### src/rtl/melody_pkg.sv
package melody_pkg;

  localparam int DIV_W      = 10;
  localparam int NOTE_COUNT = 11;
  localparam int IDX_W      = $clog2(NOTE_COUNT);

  // control-to-datapath strobes
  typedef struct packed {
    logic run;   // advance the divide count on this edge
    logic mute;  // force silence and clear the divider
  } ctrlStrobe_t;

  function automatic logic [DIV_W-1:0] noteDivisor(input logic [IDX_W-1:0] idx);
    logic [DIV_W-1:0] d;
    case (idx)
      4'd0:    d = DIV_W'(956);
      4'd1:    d = DIV_W'(852);
      4'd2:    d = DIV_W'(758);
      4'd3:    d = DIV_W'(758);
      4'd4:    d = DIV_W'(852);
      4'd5:    d = DIV_W'(956);
      4'd6:    d = DIV_W'(956);
      4'd7:    d = DIV_W'(852);
      4'd8:    d = DIV_W'(758);
      4'd9:    d = DIV_W'(852);
      default: d = DIV_W'(956);
    endcase
    return d;
  endfunction

endpackage

### src/rtl/tone_divider.sv
module tone_divider
  import melody_pkg::*;
#(
  parameter int W = DIV_W
) (
  input  logic        clk,
  input  logic        rstN,
  input  ctrlStrobe_t strobes,
  input  logic [W-1:0] divisor,
  output logic [W-1:0] divCnt,
  output logic        toneOut,
  output logic        periodEnd
);

  logic [W-1:0] halfLast;
  logic         halfHit;

  always_comb begin
    halfLast  = (divisor >> 1) - W'(1);
    halfHit   = strobes.run && (divCnt == halfLast);
    periodEnd = halfHit && toneOut;
  end

  always_ff @(posedge clk) begin
    if (!rstN || strobes.mute) begin
      divCnt  <= '0;
      toneOut <= 1'b0;
    end else if (strobes.run) begin
      if (halfHit) begin
        divCnt  <= '0;
        toneOut <= ~toneOut;
      end else begin
        divCnt <= divCnt + W'(1);
      end
    end
  end

endmodule

### src/rtl/note_sequencer.sv
module note_sequencer
  import melody_pkg::*;
#(
  parameter int REPS  = 50,
  parameter int REP_W = (REPS > 1) ? $clog2(REPS) : 1
) (
  input  logic             clk,
  input  logic             rstN,
  input  logic             playEn,
  input  logic             periodEnd,
  output ctrlStrobe_t      strobes,
  output logic [DIV_W-1:0] divisor,
  output logic [IDX_W-1:0] noteIdx,
  output logic [REP_W-1:0] repCnt,
  output logic             playDone
);

  logic lastRep, lastNote;

  always_comb begin
    strobes.run  = playEn && !playDone;
    strobes.mute = playDone;
    divisor      = noteDivisor(noteIdx);
    lastRep      = (repCnt == REP_W'(REPS - 1));
    lastNote     = (noteIdx == IDX_W'(NOTE_COUNT - 1));
  end

  always_ff @(posedge clk) begin
    if (!rstN) begin
      noteIdx  <= '0;
      repCnt   <= '0;
      playDone <= 1'b0;
    end else if (periodEnd) begin
      if (lastRep) begin
        repCnt <= '0;
        if (lastNote) playDone <= 1'b1;
        else          noteIdx  <= noteIdx + IDX_W'(1);
      end else begin
        repCnt <= repCnt + REP_W'(1);
      end
    end
  end

endmodule

### src/rtl/melody_tone_top.sv
module melody_tone_top
  import melody_pkg::*;
#(
  parameter int REPS = 50
) (
  input  logic clk,
  input  logic rstN,
  input  logic playEn,
  output logic toneOut,
  output logic playDone
);

  localparam int REP_W = (REPS > 1) ? $clog2(REPS) : 1;

  ctrlStrobe_t      strobes;
  logic [DIV_W-1:0] divisor;
  logic [DIV_W-1:0] divCnt;
  logic [IDX_W-1:0] noteIdx;
  logic [REP_W-1:0] repCnt;
  logic             periodEnd;

  note_sequencer #(.REPS(REPS), .REP_W(REP_W)) u_seq (
    .clk(clk), .rstN(rstN), .playEn(playEn), .periodEnd(periodEnd),
    .strobes(strobes), .divisor(divisor), .noteIdx(noteIdx),
    .repCnt(repCnt), .playDone(playDone)
  );

  tone_divider #(.W(DIV_W)) u_div (
    .clk(clk), .rstN(rstN), .strobes(strobes), .divisor(divisor),
    .divCnt(divCnt), .toneOut(toneOut), .periodEnd(periodEnd)
  );

endmodule

### config.mk
export PLATFORM = sky130hd
export DESIGN_NAME = melody_tone_top
export DESIGN_NICKNAME = d
export VERILOG_FILES = /design/src/rtl/melody_pkg.sv /design/src/rtl/tone_divider.sv /design/src/rtl/note_sequencer.sv /design/src/rtl/melody_tone_top.sv
export SDC_FILE = /design/constraint.sdc
export NUM_CORES = 1
export LEC_CHECK = 0
export BUFFER_PORTS_ARGS = -buffer_cell sky130_fd_sc_hd__buf_4
export CORE_ASPECT_RATIO = 1.25
export CORE_UTILIZATION = 35
export DETAILED_ROUTE_END_ITERATION = 10
export SLEW_MARGIN = 10
export SYNTH_ARGS = -nofsm -noshare
export SYNTH_HDL_FRONTEND = slang
export SYNTH_SLANG_ARGS = --single-unit
### constraint.sdc
create_clock -name clk -period 2.8 [get_ports clk]
set_input_delay 0.14 -clock clk [delete_from_list [all_inputs] [get_ports clk]]
set_output_delay 0.14 -clock clk [all_outputs]
set_load 0.005 [all_outputs]
### Yosys cells after proc, flatten, opt, wreduce, memory -nomap -nowiden

Memories as Yosys holds them, arrays and structs flattened. A register that Yosys moved wholly into a read port is not among the register bits.
Cells that the tools add are included.

* flip-flop bits (word level): 22
* bits in read-only memories: 96
* output and inout bits: 2
* word-level logic and storage cells: 28
* memories: 1

* add/subtract/negate cells: 4
* eq/ne operators: 3
* multiplexer cells: 4
* bitwise gates (word level): 2
* reduce and logical (&&, ||, !) cells: 9

Memories
* (no name shown): depth 16, width 6, read ports 1, clocked after Yosys merged registers in 1, write ports 0, RTL line melody_pkg.sv:15 `case (idx)`

Operator list (number)
* 10-bit by 1-bit adder with 10-bit output (second input constant): 1
* 10-bit == test: 1
* 10-bit 2-to-1 mux: 1
* 9-bit by 1-bit subtractor with 10-bit output (second input constant): 1
* 4-bit 2-to-1 mux: 2
* 6-bit by 1-bit adder with 6-bit output (second input constant): 1
* 6-bit == test (second input constant): 1
* 6-bit 2-to-1 mux: 1
* 3-bit AND reduction: 2
* 4-bit by 1-bit adder with 4-bit output (second input constant): 1
* 4-bit == test (second input constant): 1
* 1-bit logical AND: 3
* 1-bit logical NOT: 2
* 1-bit NOT: 2
* 2-bit AND reduction: 1
* 1-bit logical OR: 1

### Longest topological paths before layout

* depth after elaboration: 7
* gate-level depth with buffers: 11

### Hierarchy

From an unflattened synthesis, not the netlist that was laid out.

* cells, all modules: 194
* area total of the unflattened synthesis: 1695.4 µm²

Modules (own cells, without submodules)
* tone_divider: times used 1, cells each 106, area each 853.3 µm²
* note_sequencer: times used 1, cells each 88, area each 842.1 µm²

### Worst setup path after synthesis

No wires, ideal clock.

* path kind: reg-to-reg
* from: register u_seq.repCnt[0]
* to: register u_seq.divisor[6] (netlist name)
* library setup time: 0.121 ns
* data arrival time: 2.243 ns
* required time: 2.679 ns
* setup slack: 0.436 ns
* stages on the path, launching flop included: 10
* clock period less this slack: 2.364 ns
* path through: dfxtp_1 > ha_1 > and4b_1 > nand4b_1 > nor4_4 > mux2i_1 > inv_1 > ha_1 > nor2_1 > mux2_4

* longest elaborated chain between the ends: 4

Ends and longest elaborated chain
* start, declared: RTL line note_sequencer.sv:14 `output logic [REP_W-1:0] repCnt,`
* start signal, assigned: RTL line note_sequencer.sv:39 `repCnt <= repCnt + REP_W'(1);`
* 6-bit == test: RTL line note_sequencer.sv:24 `lastRep = (repCnt == REP_W'(REPS - 1));`
* 3-bit AND reduction (no line)
* 4-bit 2-to-1 mux (no line) (2 in a row)

No other way between the ends.
A chain may end at the register's enable or synchronous reset.

### Worst setup path after layout

* from: register u_seq.repCnt[0]
* to: register u_seq.divisor[6] (netlist name)

* longest elaborated chain between the ends: 4

Ends and longest elaborated chain (RTL line)
* 6-bit == test: note_sequencer.sv:24
* 3-bit AND reduction (no line)
* 4-bit 2-to-1 mux (no line) (2 in a row)

No other way between the ends.

==> flow_summary.ini <==
[floorplan]
coreArea_sq_mm = 0.00388
rows = 25
die_x_um = 59.8
die-area_sq_mm = 0.00445
dieHeight_um = 74.3
initial_core_util_pct = 37.7
io-pin-count = 5

[sta]
tns_ns = 0
hold_violations = 0
setup_viol = 0
fin_ws_ns = 0.335
grt_setup_unrepaired = no
timing.final.crit_share_pct = 88.0
maxSlewViolCount = 0
period_needed_ns = 2.47
timing.fmax_mhz = 406
slew_headroom_pct = 67.4
fin_worst_skew_ns = 0.00543
worst_pin_slew_ns = 0.489

[clock_tree]
post_cts_resize_count = 0
clock_sinks = 27
cts_tree = built
htreeDepth = 1
cts_buffer_depth = 2
cts_buffers = 3
cts_root_buf = clkbuf_8
clk_pin_slew_ns = 0.09
clock_latency_ns = 0.27
cts_setup_buffers = 0
holdBufCountCts = 0

[route]
firstDrtPassIters = 4
drcViolationCount = 0
ant_nets = 0
dr_total_vias = 1036
first_iter_violations = 31
finalWirelength_um = 2630
wl_per_cell_um = 12.3
via_per_inst = 4.86

[pwr]
total_switching_power_uw = 131
leakagePower_nw = 0.628
switching_share_pct = 20.9
p_comb_share_pct = 2.9
intPower_uw = 496
p_per_area_mw_per_mm2 = 390
pwr-share-clk_pct = 34.9
pwr-share-seq_pct = 62.2
vdd_drop_max_mv = 0.276

[synth]
yosysMostFrequentCell = dfxtp_1
netlist_area_sq_mm = 0.00146
synth_area_leader_cell = dfxtp_1
yosysWarnings = 0
netlist_top_cells_count = dfxtp_1 (27), nor2_1 (16), nand2_1 (14), xor2_1 (12), nand2b_1 (9)
synth-edff-count = 0
synth_top_family_by_area = simple AND/OR/NAND/NOR gates
synth_xor_xnor_area_share_pct = 10.8
synthSimpleGateAreaFrac_pct = 29.7
synthAdderAreaFrac_pct = 6.84
syn_avg_cell_area_sq_um = 9.63
syn-instance-count = 152
synth-main-ff-cell = dfxtp_1
synth_mux_area_share_pct = 5.98
yosys.area.top_type_share_pct = 36.9
ys_seq_area_share_pct = 36.9
synth_compound_area_share_pct = 8.03
ys_types = 40
syn-num-nets = 163
synthArstFlopShare_pct = 0
yosys_register_bits = 27
synth_area_leaders = dfxtp_1 (37%), xor2_1 (7.2%), ha_1 (6.8%), nor2_1 (4.1%), nand2b_1 (3.8%)

[worst_setup_path]
end_kind = register
cp.required_ns = 2.97
crit_fanout = 4
worst-setup-path-type = reg2reg
crit_arrival_ns = 2.63
cp-start-kind = register

[cells_and_area]
final_area_sq_mm = 0.00161
areaGrowthSynthToFinish_pct = 9.74
n_fill_cell = 406
finalNetCount = 171
drive_gt1_share_pct = 12.6
diodes = 0

[global_routing]
grt_pass1_wl_um = 4510
antenna_found_initial = 0
grt_max_degree = 15
gr-total-overflow = 0
track_usage_pct = 13.7
grt_pass1_vias = 1012

[hold_path]
min_path_type = in2reg

[placed_design]
dp.final_hpwl_um = 2070
io_buffers = 4
placed_area_sq_mm = 0.00156
gp_congestion = 0.760
preCtsSetupSlack_ns = 0.364

[run_status]
outcome = complete, no violations

[run]
maxCapViolCount = 0
-- final timing paths --
check / cells after the start / slack (ns) / start / to
worst min-delay path: 2 / 0.16 / rstN / u_seq.playDone
worst max-delay path: 10 / 0.33 / u_seq.repCnt[0] / u_seq.divisor[6]
worst min register to register: 2 / 0.51 / u_seq.repCnt[1] / u_seq.repCnt[1]
worst max register to register: 10 / 0.33 / u_seq.repCnt[0] / u_seq.divisor[6]
-- cells in the final DEF (no fill, tap or decap), types with 2 or more instances in the layout --
master    count
nor2_1       16
and2_1        2
nand3_1       6
a21oi_1       4
mux2i_1       5
ha_1          8
nand4_1       4
nand2b_1      9
nor4_4        2
dfxtp_1      27
nor2b_1       2
buf_4         5
clkbuf_8      3
xnor2_1       6
inv_1         5
nand3b_1      3
nand2_1      14
xor2_1       12
and3_1        3
-- critical path, stage by stage (launching register included) --
cell	delay [ns]
dfxtp_1	0.41
ha_1	0.18
and4b_1	0.23
nand4b_1	0.17
nor4_4	0.37
xnor2_1	0.17
and2_1	0.18
inv_1	0.06
ha_1	0.26
nor2_1	0.06
mux2_4	0.26
-- power groups by stage --
stage               Sequential [mW]  Combinational, mW  Clock, mW
finish                        0.390             0.0181      0.219
global route                  0.390             0.0202      0.244
CTS                           0.390             0.0183      0.227
detailed placement            0.399             0.0183          0
global placement              0.399             0.0177          0
floorplan                     0.398             0.0134          0
-- routing by layer --
layer | share of wire [%] | up-vias | global-route usage [%]
met5 | 0 | - | 0
met4 | 2.2 | 0 | 6.20
met3 | 2.4 | 6 | 3.65
met2 | 49 | 9 | 23.5
met1 | 46 | 488 | 15.9
li1 | - | 533 | -
-- state kept, by name, indices dropped and copies added, names as in the netlist --
signal and cells:
u_seq.divisor 5, u_seq.repCnt 6, u_div.divCnt 10, u_div.toneOut 1, u_seq.playDone 1, u_seq.noteIdx 4
-- metrics by stage --
| stage | instances | power [mW] | hold WS (ns) | utilization (%) |
|---|---|---|---|---|
| 2_1_floorplan | 152 | 0.411 | 0.292 | - |
| 3_3_place_gp | 209 | 0.416 | 0.438 | 40.3 |
| 3_5_place_dp | 209 | 0.417 | 0.445 | 40.3 |
| 4_1_cts | 213 | 0.635 | 0.154 | 41.4 |
| 5_1_grt | 213 | 0.655 | 0.164 | 41.4 |
| 6_report | 213 | 0.627 | 0.158 | 41.4 |
-- cells by family after synthesis --
logic type	Yosys count
AOI/OAI and AO/OA	13
xor gates and xnor gates	18
adders and majority gates	8
buffers and inverters	7
DFF	27
muxes	7
and+or+nand+nor	72
-- layout make-up --
type | instances | area [sq um] | area share (%)
multi-input combinational | 118 | 897 | 55.8
sequential | 27 | 541 | 33.6
tap | 54 | 67.6 | 4.21
clock buffer | 4 | 45.0 | 2.80
timing repair buffer | 5 | 37.5 | 2.34
inverter | 5 | 18.8 | 1.17
No activity file was read; power rests on OpenSTA's default activity.
